===== src/rtl/ifill_pkg.sv =====
package ifill_pkg;
  typedef enum logic [1:0] {
    FS_IDLE   = 2'd0,
    FS_FILL   = 2'd1,
    FS_LAUNCH = 2'd2
  } fill_st_e;
endpackage


===== src/rtl/ifill_fill_buf.sv =====
module ifill_fill_buf #(
  parameter int BEAT_W = 64,
  parameter int BEATS  = 4,
  parameter int IDX_W  = $clog2(BEATS)
) (
  input  logic                    clk_i,
  input  logic                    rst_ni,
  input  logic                    wr_i,
  input  logic [IDX_W-1:0]        idx_i,
  input  logic [BEAT_W-1:0]       data_i,
  output logic [BEAT_W*BEATS-1:0] line_o
);
  for (genvar s = 0; s < BEATS; s++) begin : g_slot
    logic [BEAT_W-1:0] slot_q;
    always_ff @(posedge clk_i or negedge rst_ni) begin
      if (!rst_ni)                            slot_q <= '0;
      else if (wr_i && idx_i == IDX_W'(s))    slot_q <= data_i;
    end
    assign line_o[s*BEAT_W +: BEAT_W] = slot_q;
  end
endmodule


===== src/rtl/ifill_abandon_dec.sv =====
module ifill_abandon_dec #(
  parameter int CNT_W  = 2,
  parameter int SPEC_W = 2
) (
  input  logic [CNT_W:0]    rcvd_i,
  input  logic [CNT_W-1:0]  thr_i,
  input  logic              is_demand_i,
  input  logic [SPEC_W-1:0] spec_left_i,
  output logic              drop_o,
  output logic              cancel_o
);
  // demand lines are never dropped; threshold 0 keeps everything
  assign drop_o   = !is_demand_i && (thr_i != '0) && (rcvd_i < {1'b0, thr_i});
  assign cancel_o = drop_o || (spec_left_i != '0);
endmodule


===== src/rtl/ifill_ctrl.sv =====
module ifill_ctrl
  import ifill_pkg::*;
#(
  parameter int BEATS  = 4,
  parameter int SPEC_W = 2,
  parameter int CNT_W  = $clog2(BEATS)
) (
  input  logic              clk_i,
  input  logic              rst_ni,
  input  logic              miss_i,
  input  logic              beat_i,
  input  logic [SPEC_W-1:0] spec_cfg_i,
  input  logic [CNT_W-1:0]  thr_cfg_i,
  output logic [CNT_W-1:0]  slot_o,
  output logic              beat_acc_o,
  output logic              req_o,
  output logic              line_wr_o,
  output logic              abandon_o,
  output logic              overwrite_o
);
  localparam logic [CNT_W-1:0] LAST_SLOT = CNT_W'(BEATS - 1);

  fill_st_e          st_q, st_d;
  logic [CNT_W-1:0]  cnt_q, cnt_d;
  logic [SPEC_W-1:0] spec_q, spec_d;
  logic              dem_q, dem_d, pend_q, pend_d, dirty_q, dirty_d;
  logic              req_d, wr_d, ab_d, ovw_d;
  logic              beat_acc, miss_acc, last_beat, start;
  logic [CNT_W:0]    rcvd;
  logic              drop, cancel;

  assign beat_acc  = (st_q == FS_FILL) && beat_i;
  assign last_beat = beat_acc && (cnt_q == LAST_SLOT);
  assign rcvd      = {1'b0, cnt_q} + (CNT_W+1)'(beat_acc);
  assign miss_acc  = miss_i && ((st_q == FS_IDLE) || (st_q == FS_FILL && !pend_q));

  ifill_abandon_dec #(
    .CNT_W (CNT_W),
    .SPEC_W(SPEC_W)
  ) u_dec (
    .rcvd_i     (rcvd),
    .thr_i      (thr_cfg_i),
    .is_demand_i(dem_q),
    .spec_left_i(spec_q),
    .drop_o     (drop),
    .cancel_o   (cancel)
  );

  always_comb begin
    st_d    = st_q;
    cnt_d   = cnt_q;
    spec_d  = spec_q;
    dem_d   = dem_q;
    pend_d  = pend_q;
    dirty_d = dirty_q;
    req_d   = 1'b0;
    wr_d    = last_beat;
    ab_d    = 1'b0;
    ovw_d   = beat_acc && (cnt_q == '0) && dirty_q;
    start   = 1'b0;
    if (beat_acc) cnt_d = cnt_q + CNT_W'(1);
    if (beat_acc && cnt_q == '0) dirty_d = 1'b0;
    unique case (st_q)
      FS_IDLE:   if (miss_acc) start = 1'b1;
      FS_LAUNCH: start = 1'b1;
      FS_FILL: begin
        if (miss_acc) begin
          ab_d = cancel;
          if (last_beat) begin
            start = 1'b1;
          end else if (drop) begin
            st_d    = FS_LAUNCH;
            cnt_d   = '0;
            dirty_d = dirty_d | (rcvd != '0);
          end else begin
            spec_d = '0;
            pend_d = 1'b1;
          end
        end else if (last_beat) begin
          if (spec_q != '0) begin
            spec_d = spec_q - SPEC_W'(1);
            dem_d  = 1'b0;
          end else if (pend_q) begin
            start = 1'b1;
          end else begin
            st_d = FS_IDLE;
          end
        end
      end
      default: st_d = FS_IDLE;
    endcase
    if (start) begin
      st_d   = FS_FILL;
      req_d  = 1'b1;
      cnt_d  = '0;
      dem_d  = 1'b1;
      spec_d = spec_cfg_i;
      pend_d = 1'b0;
    end
  end

  always_ff @(posedge clk_i or negedge rst_ni) begin
    if (!rst_ni) begin
      st_q        <= FS_IDLE;
      cnt_q       <= '0;
      spec_q      <= '0;
      dem_q       <= 1'b0;
      pend_q      <= 1'b0;
      dirty_q     <= 1'b0;
      req_o       <= 1'b0;
      line_wr_o   <= 1'b0;
      abandon_o   <= 1'b0;
      overwrite_o <= 1'b0;
    end else begin
      st_q        <= st_d;
      cnt_q       <= cnt_d;
      spec_q      <= spec_d;
      dem_q       <= dem_d;
      pend_q      <= pend_d;
      dirty_q     <= dirty_d;
      req_o       <= req_d;
      line_wr_o   <= wr_d;
      abandon_o   <= ab_d;
      overwrite_o <= ovw_d;
    end
  end

  assign slot_o     = cnt_q;
  assign beat_acc_o = beat_acc;

  p_wr_single_r3: assert property (@(posedge clk_i) disable iff (!rst_ni)
    line_wr_o |=> !line_wr_o);
  p_req_single_r2: assert property (@(posedge clk_i) disable iff (!rst_ni)
    req_o |=> !req_o);
  p_drop_then_req_r7: assert property (@(posedge clk_i) disable iff (!rst_ni)
    (abandon_o && st_q == FS_LAUNCH) |=> (req_o && st_q == FS_FILL));
  p_no_spec_when_pending_r4: assert property (@(posedge clk_i) disable iff (!rst_ni)
    pend_q |-> (spec_q == '0));
  p_demand_kept_r6: assert property (@(posedge clk_i) disable iff (!rst_ni)
    (st_q == FS_FILL && dem_q && miss_acc) |=> (st_q == FS_FILL));
  p_idle_clean_r8: assert property (@(posedge clk_i) disable iff (!rst_ni)
    (st_q != FS_FILL) |-> (cnt_q == '0));
endmodule


===== src/rtl/ifill_abandon_ctrl.sv =====
module ifill_abandon_ctrl #(
  parameter int BEAT_W = 64,
  parameter int BEATS  = 4,
  parameter int SPEC_W = 2,
  parameter int CNT_W  = $clog2(BEATS),
  parameter int LINE_W = BEAT_W * BEATS
) (
  input  logic              clk_i,
  input  logic              rst_ni,
  input  logic              miss_i,
  input  logic [SPEC_W-1:0] spec_lines_i,
  input  logic [CNT_W-1:0]  abandon_thr_i,
  input  logic              beat_valid_i,
  input  logic [BEAT_W-1:0] beat_data_i,
  output logic              req_o,
  output logic              abandon_o,
  output logic              line_wr_o,
  output logic [LINE_W-1:0] line_data_o,
  output logic              bypass_valid_o,
  output logic [BEAT_W-1:0] bypass_data_o,
  output logic              buf_overwrite_o
);
  logic [CNT_W-1:0] slot;
  logic             beat_acc;

  ifill_ctrl #(
    .BEATS (BEATS),
    .SPEC_W(SPEC_W),
    .CNT_W (CNT_W)
  ) u_ctrl (
    .clk_i      (clk_i),
    .rst_ni     (rst_ni),
    .miss_i     (miss_i),
    .beat_i     (beat_valid_i),
    .spec_cfg_i (spec_lines_i),
    .thr_cfg_i  (abandon_thr_i),
    .slot_o     (slot),
    .beat_acc_o (beat_acc),
    .req_o      (req_o),
    .line_wr_o  (line_wr_o),
    .abandon_o  (abandon_o),
    .overwrite_o(buf_overwrite_o)
  );

  ifill_fill_buf #(
    .BEAT_W(BEAT_W),
    .BEATS (BEATS),
    .IDX_W (CNT_W)
  ) u_buf (
    .clk_i (clk_i),
    .rst_ni(rst_ni),
    .wr_i  (beat_acc),
    .idx_i (slot),
    .data_i(beat_data_i),
    .line_o(line_data_o)
  );

  always_ff @(posedge clk_i or negedge rst_ni) begin
    if (!rst_ni) begin
      bypass_valid_o <= 1'b0;
      bypass_data_o  <= '0;
    end else begin
      bypass_valid_o <= beat_acc;
      if (beat_acc) bypass_data_o <= beat_data_i;
    end
  end

  p_ovw_with_beat_r9: assert property (@(posedge clk_i) disable iff (!rst_ni)
    buf_overwrite_o |-> bypass_valid_o);
  p_wr_with_beat_r3: assert property (@(posedge clk_i) disable iff (!rst_ni)
    line_wr_o |-> (bypass_valid_o && bypass_data_o == line_data_o[LINE_W-1 -: BEAT_W]));
  p_ab_no_wr_r5: assert property (@(posedge clk_i) disable iff (!rst_ni)
    (abandon_o && !req_o && !line_wr_o && !bypass_valid_o) |-> !buf_overwrite_o);
endmodule


===== config.mk =====
export PLATFORM = sky130hd
export DESIGN_NAME = ifill_abandon_ctrl
export DESIGN_NICKNAME = d
export VERILOG_FILES = /design/src/rtl/ifill_pkg.sv /design/src/rtl/ifill_fill_buf.sv /design/src/rtl/ifill_abandon_dec.sv /design/src/rtl/ifill_ctrl.sv /design/src/rtl/ifill_abandon_ctrl.sv
export SDC_FILE = /design/constraint.sdc
export NUM_CORES = 1
export LEC_CHECK = 0
export BUFFER_PORTS_ARGS = -buffer_cell sky130_fd_sc_hd__buf_2
export CORE_MARGIN = 1
export CORE_UTILIZATION = 55
export DETAILED_ROUTE_END_ITERATION = 6
export GPL_TIMING_DRIVEN = 0
export PLACE_DENSITY = 0.88
export SLEW_MARGIN = 5
export SYNTH_ARGS = -nofsm -noshare
export SYNTH_HDL_FRONTEND = slang
export SYNTH_HIERARCHICAL = 1
export SYNTH_SLANG_ARGS = --single-unit
export TNS_END_PERCENT = 10

===== constraint.sdc =====
create_clock -name clk_i -period 4.9 [get_ports clk_i]
set_input_delay 0.98 -clock clk_i [delete_from_list [all_inputs] [get_ports clk_i]]
set_output_delay 0.98 -clock clk_i [all_outputs]
set_load 0.02 [all_outputs]

==> metrics.md, run 1 <==
| Metric | Value |
|---|---|
| Tcrit/Tclk final | `0.544` |
| Root Driver | `clkbuf_16` |
| # DRC | `0` |
| Post-CTS setup buffers | `0` |
| RSZ-0062 raised after global routing | `false` |
| First-pass GRT wire length | `48000 µm` |
| Post-CTS Hold Buffers | `0` |
| Routed via count | `8053` |
| Clk_lat worst skew | `0.50 ns` |
| Maxcap violations | `0` |
| Max-slew headroom | `0.481` |
| Pre-antenna DRT Iters | `4` |
| 1st-iter DRT viols | `397` |
| Final hold slack | `0.479 ns` |
| Max FO, Critical Path | `5` |
| Vias in the first global route | `8434` |
| CTS Buffer Depth | `3` |
| Overall Global Routing Usage | `0.258` |
| Post-route ant nets | `0` |
| # IOs | `397` |
| Setup violators final | `0` |
| Final Max Tran Viols | `0` |
| Die Height | `156 µm` |
| Clock tree from TritonCTS | `done` |
| Post-Syn Nets | `838` |
| Drt via density | `5.22` |
| Register area share after synthesis | `0.639` |
| Netlist cell types | `40` |
| Std cell rows | `56` |
| Pin count of the biggest net entering global routing | `123` |
| Worst Hold Path Cells | `1` |
| Core area | `23400 µm²` |
| PortBufs | `396` |
| Ys async rst share | `1.00` |
| Area delta synth->final | `27.8%` |
| GPL Wtd Cong | `0.831` |
| CP arrival | `3.09 ns` |
| Cts bufs inserted | `36` |
| Die width | `156 µm` |
| Peak VDD IR | `435 µV` |
| CP required | `5.32 ns` |
| CTS sink count | `334` |
| Most used flip-flop cell after synthesis | `dfrtp_1` |
| Die area | `24400 µm²` |
| Gr ovfl total | `0` |
| Post-Syn Instances | `761` |
| Fraction of layout cells with a size suffix above 1 | `0.616` |
| Effective utilization at floorplan | `0.559` |
| Yosys reg bits | `334` |
| Dpl ws | `1.73 ns` |
| Synthesized area per cell | `17.2 µm²` |
| Highest-count cells in the layout ignoring fill and taps | `buf_2, dfrtp_1, mux2_2` |
| P_leak | `8.32 nW` |
| Reg2Reg Depth | `9` |
| Hold Vio Cnt, Final | `0` |
| Worst-margin pin slew | `0.778 ns` |
| # diodes | `0` |
| Kind of start point of the critical path | `input port` |
| H-tree depth | `2` |
| Routed Wire Length | `31500 µm` |
| Tmin final | `2.67 ns` |
| Status | `finished clean` |
| Tot Pwr | `0.0130 W` |
| Sum of negative setup slack | `0 ns` |
| Initial antenna violation count | `0` |
| Skew final | `0.0104 ns` |
| Cell Count Post-Placement | `1478` |
| Clock Pin Slew Worst Setup and Hold Paths | `0.06 ns` |
| Most common cell after layout, fill and taps aside | `buf_2` |
| Number of synthesized flops with an enable pin | `0` |
| Max Clock Freq | `0.375 GHz` |
| Resized Gates After CTS | `0` |
| CP Capture Type | `register` |
| PD cells | `779 nW/µm²` |
| Cell Area, Synth | `13100 µm²` |
| Fin nets | `1274` |
| Post-Layout Cell Count | `1542` |
| Hold Path Class | `register to register` |
| Critical setup path kind | `input port to register` |
| Routed wire length per instance | `20.4 µm` |
| Final setup margin | `2.23 ns` |
| Synth warnings | `6` |
| Detailed Place HPWL | `22100 µm` |
## final timing paths
kind / slack, ns / to / start
setup / recovery: 2.23 / u_ctrl/spec_q[0]$_DFFE_PN0P_ / beat_valid_i
hold / removal: 0.48 / u_buf/g_slot[0].slot_q[16]$_DFFE_PN0P_ / u_buf/g_slot[0].slot_q[16]$_DFFE_PN0P_
setup reg to reg: 2.33 / u_ctrl/spec_q[0]$_DFFE_PN0P_ / u_ctrl/st_q[1]$_DFFE_PN0P_
hold reg to reg: 0.48 / u_buf/g_slot[0].slot_q[16]$_DFFE_PN0P_ / u_buf/g_slot[0].slot_q[16]$_DFFE_PN0P_
max in group asynchronous: 3.30 / u_buf/g_slot[1].slot_q[25]$_DFFE_PN0P_ / rst_ni
min in group asynchronous: 0.55 / u_buf/g_slot[1].slot_q[6]$_DFFE_PN0P_ / rst_ni
## critical path: stages
cell,delay (ns)
buf_2,0.14
nand3b_1,0.17
nor2_1,0.13
ha_1,0.25
ha_1,0.19
or3_1,0.38
a211oi_2,0.28
nand2_1,0.08
a21boi_1,0.26
mux2i_1,0.22
## per-layer routing
metal	wire length, µm	vias to the layer above	GRT usage
met3	1850	78	0.0567
li1	-	3580	-
met5	0	-	0
met4	1110	0	0.105
met2	16300	283	0.452
met1	12200	4112	0.308
## sequential cells by signal (all words and copies together), names as in the netlist, 2 cells and up
register	cells
u_buf/g_slot.slot_q	256
bypass_data_o	64
u_ctrl/slot_o	2
u_ctrl/spec_q	2
u_ctrl/st_q	2
## cell usage after synthesis, drive strengths merged, types with 2 or more instances
library cell	number	area, µm²
nand2	11	41.3
mux2i	3	30.0
o32a	2	20.0
nand4b	2	32.5
or3	3	18.8
buf	34	387
inv	11	41.3
nor2b	2	12.5
dfrtp	334	8360
ha	5	62.6
o21ai	2	10.0
nor2	6	22.5
nand3b	4	30.0
mux2	320	3830
a21oi	2	10.0
nand2b	3	26.3
## where the power goes
| part | internal (W) | switching, W |
|---|---|---|
| combinational | 0.00234 | 0.00325 |
| clock | 0.00162 | 0.00107 |
| sequential | 0.00409 | 0.000672 |
## final cells by class
cell class	instances	area, µm²
timing repair buffer	398	2050
multi-input combinational	382	4290
clock buffer	51	1060
clock inverter	13	128
tap	319	399
sequential	334	8360
fill	1556	6690
inverter	11	41.3
buffer	34	387
## kinds of logic after synthesis
group                      share of synthesized area
buffers and inverters                         0.0327
muxes                                          0.295
adders and majority gates                    0.00478
xor gates and xnor gates                    0.000670
and+or+nand+nor                               0.0191
DFF                                            0.639
AOI/OAI and AO/OA                            0.00852
## metrics by stage
step / cell area (µm²) / util
after floorplan: 13100 / -
after global placement: 15500 / 0.661
after detailed placement: 15500 / 0.663
after CTS: 16700 / 0.714
after global routing: 16700 / 0.714
final: 16700 / 0.714
Note: power is estimated with default switching activity, not from simulation.
==> inputs of run 2 (changes only) <==
ABC_AREA = 1   (was not set)
CORE_UTILIZATION = 47   (was 55)
PLACE_DENSITY = 0.79   (was 0.88)
clock period = 2.3 ns   (was 4.9 ns; I/O delays follow)
==> metrics.md, run 2 <==
| Metric | Value |
|---|---|
| CP Capture Type | `register` |
| Synth warnings | `6` |
| CTS Buffer Depth | `3` |
| Critical setup path kind | `register to register` |
| Post-Syn Nets | `1584` |
| Bufs and invs on worst path | `3` |
| Crit-path slowest cell | `dfrtp_1` |
| H-tree depth | `2` |
| 1st-iter DRT viols | `1122` |
| Reg2reg end | `u_ctrl/spec_q[0]$_DFFE_PN0P_` |
| Max FO, Critical Path | `8` |
| Worst Setup EP | `u_ctrl/spec_q[0]$_DFFE_PN0P_` |
| Register area share after synthesis | `0.605` |
| Synth top area share | `0.605` |
| CP top delay family | `simple AND/OR/NAND/NOR gates` |
| GPL Wtd Cong | `0.887` |
| CTS sink count | `334` |
| Std cell rows | `62` |
| Pin count of the biggest net entering global routing | `120` |
| Kind of start point of the critical path | `register` |
| Most frequent cells after synthesis | `nand2_1, dfrtp_1, nand4_1` |
| Post-CTS setup buffers | `0` |
| Routed via count | `12900` |
| Netlist cell types | `29` |
| Initial antenna violation count | `0` |
| First-pass GRT wire length | `70600 µm` |
| Register area | `8360 µm²` |
| Number of cells on the critical path | `14` |
| Tmin final | `2.13 ns` |
| Clock Pin Slew Worst Setup and Hold Paths | `0.06 ns` |
| Most used flip-flop cell after synthesis | `dfrtp_1` |
| Overall Global Routing Usage | `0.301` |
| Cell Area, Synth | `13800 µm²` |
| Fin nets | `2020` |
| Fraction of layout cells with a size suffix above 1 | `0.299` |
| P_leak | `10.0 nW` |
| R2R setup slack | `0.17 ns` |
| Drt via density | `5.50` |
| Synthesized area per cell | `9.17 µm²` |
| Final hold slack | `-0.0162 ns` |
| CP required | `2.73 ns` |
| Hold Path Class | `input port to async pin` |
| # DRC | `6` |
| Effective utilization at floorplan | `0.480` |
| Multi-input logic area | `4640 µm²` |
| RSZ-0062 raised after global routing | `false` |
| Yosys reg bits | `334` |
| Worst-margin pin slew | `0.802 ns` |
| Core area | `28800 µm²` |
| Number of synthesized flops with an enable pin | `0` |
| Failing checks | `DRC, hold timing` |
| # IOs | `397` |
| Setup violators final | `0` |
| Peak VDD IR | `895 µV` |
| Most area-consuming cells after synthesis | `dfrtp_1, nand2_1, nand4_1` |
| Routed wire length per instance | `19.4 µm` |
| Final Util | `0.608` |
| Max-slew headroom | `0.465` |
| Resized Gates After CTS | `0` |
| Skew final | `0.00770 ns` |
| FILL cells | `2453` |
| Clock tree from TritonCTS | `done` |
| Max reg flops | `256` |
| Most common cell in the netlist | `nand2_1` |
| Cts bufs inserted | `36` |
| Ys async rst share | `1.00` |
| Maxcap violations | `0` |
| Detailed Place HPWL | `31600 µm` |
| # diodes | `0` |
| Routed Wire Length | `45600 µm` |
| Largest reg by FF count | `u_buf/g_slot.slot_q` |
| Gr ovfl total | `0` |
| Vias in the first global route | `12600` |
| Status | `finished, violations left` |
| Die Height | `173 µm` |
| Die area | `30100 µm²` |
| Pre-antenna DRT Iters | `7` |
| Reg-to-Reg Start | `u_ctrl/st_q[1]$_DFFE_PN0P_` |
| Post-CTS Hold Buffers | `0` |
| Clk_lat worst skew | `0.50 ns` |
| Reg2Reg Depth | `14` |
| Worst path cell trace | `inv_2 -> nand3_4 -> nor2_1 -> ha_1 -> ha_1 -> inv_1 -> nand2_1 -> nor2_1 -> nand3_2 -> inv_1 -> o211ai_2 -> nand2_1 -> nand2_1 -> nand2_1` |
| Root Driver | `clkbuf_16` |
| Post-route ant nets | `0` |
| Max Clock Freq | `0.471 GHz` |
| Die width | `173 µm` |
| Final Max Tran Viols | `0` |
| Most common cell after layout, fill and taps aside | `nand2_1` |
| Post-synth top area cell | `dfrtp_1` |
| Post-Syn Instances | `1507` |
| Largest regs | `u_buf/g_slot.slot_q (256), bypass_data_o (64)` |
| Hold Vio Cnt, Final | `2` |
| CP arrival | `2.56 ns` |
| Tot Pwr | `0.0301 W` |
| PortBufs | `396` |
| CP max stage delay | `0.43 ns` |
| CP startpoint | `u_ctrl/st_q[1]$_DFFE_PN0P_` |
| PD cells | `1720 nW/µm²` |
| Most frequent cell on the critical path | `nand2_1` |
| Highest-count cells in the layout ignoring fill and taps | `nand2_1, buf_2, dfrtp_1` |
| Area delta synth->final | `26.6%` |
| Tcrit/Tclk final | `0.924` |
-- run 2: how the worst min path moves through the flow --
stage,to,slack [ns],depth (start not counted)
global placement,u_buf/g_slot[0].slot_q[32]$_DFFE_PN0P_,0.45,2
global route,u_buf/g_slot[0].slot_q[53]$_DFFE_PN0P_,0.06,1
CTS,u_buf/g_slot[0].slot_q[53]$_DFFE_PN0P_,0.04,1
finish,u_buf/g_slot[0].slot_q[53]$_DFFE_PN0P_,-0.02,1
detailed placement,u_buf/g_slot[1].slot_q[44]$_DFFE_PN0P_,0.45,2
floorplan,bypass_data_o[0]$_DFFE_PN0P_,0.16,0
-- run 2: routing by layer --
layer	up-vias	part of all wire	GRT usage
met5	-	0	0
met4	0	0.043	0.136
met3	127	0.093	0.0678
met2	693	0.47	0.489
met1	6291	0.39	0.387
li1	5825	-	-
-- run 2: worst reg2reg max path: cells and delay by family (launching register included) --
family / cells / cell delay, ns
flip-flops: 1 / 0.43
AO/OA/AOI/OAI: 1 / 0.13
AND/OR/NAND/NOR: 8 / 0.75
buffers and inverters: 3 / 0.32
adder cells (fa/ha/maj): 2 / 0.45
-- run 2: logic make-up (layout without fill, tap and decap cells) --
group	count (synthesis)	count (layout)	share of synthesized area
buf+inv	141	601	0.0598
xor+xnor	1	1	0.000634
simple gates	1017	1017	0.326
flops	334	334	0.605
fa+ha+maj	5	5	0.00453
compound gates	9	9	0.00453
-- run 2: through the flow --
step	instances	setup TNS [ns]	setup WS, ns	cell area [µm²]
final	2351	0	0.175	17500
after global routing	2351	0	0.0235	17500
after CTS	2351	0	0.173	17500
after detailed placement	2289	0	0.154	16300
after global placement	2287	-1826.28	-5.51	16300
after floorplan	1507	0	0.386	13800
-- run 2: power breakdown --
part | internal (W) | total [W] | leakage [nW] | switching (W)
Sequential | 0.00857 | 0.0100 | 4.16 | 0.00148
Combinational | 0.00428 | 0.0144 | 5.29 | 0.0101
Clock | 0.00336 | 0.00564 | 0.560 | 0.00228
-- run 2: area by class of cell --
cell class                      count  area share
Sequential cell                   334       0.478
Multi-Input combinational cell   1032       0.265
Timing Repair Buffer              398       0.117
Clock buffer                       57      0.0624
Buffer                            117      0.0420
Tap cell                          384      0.0275
Inverter                           24     0.00515
Clock inverter                      5     0.00343
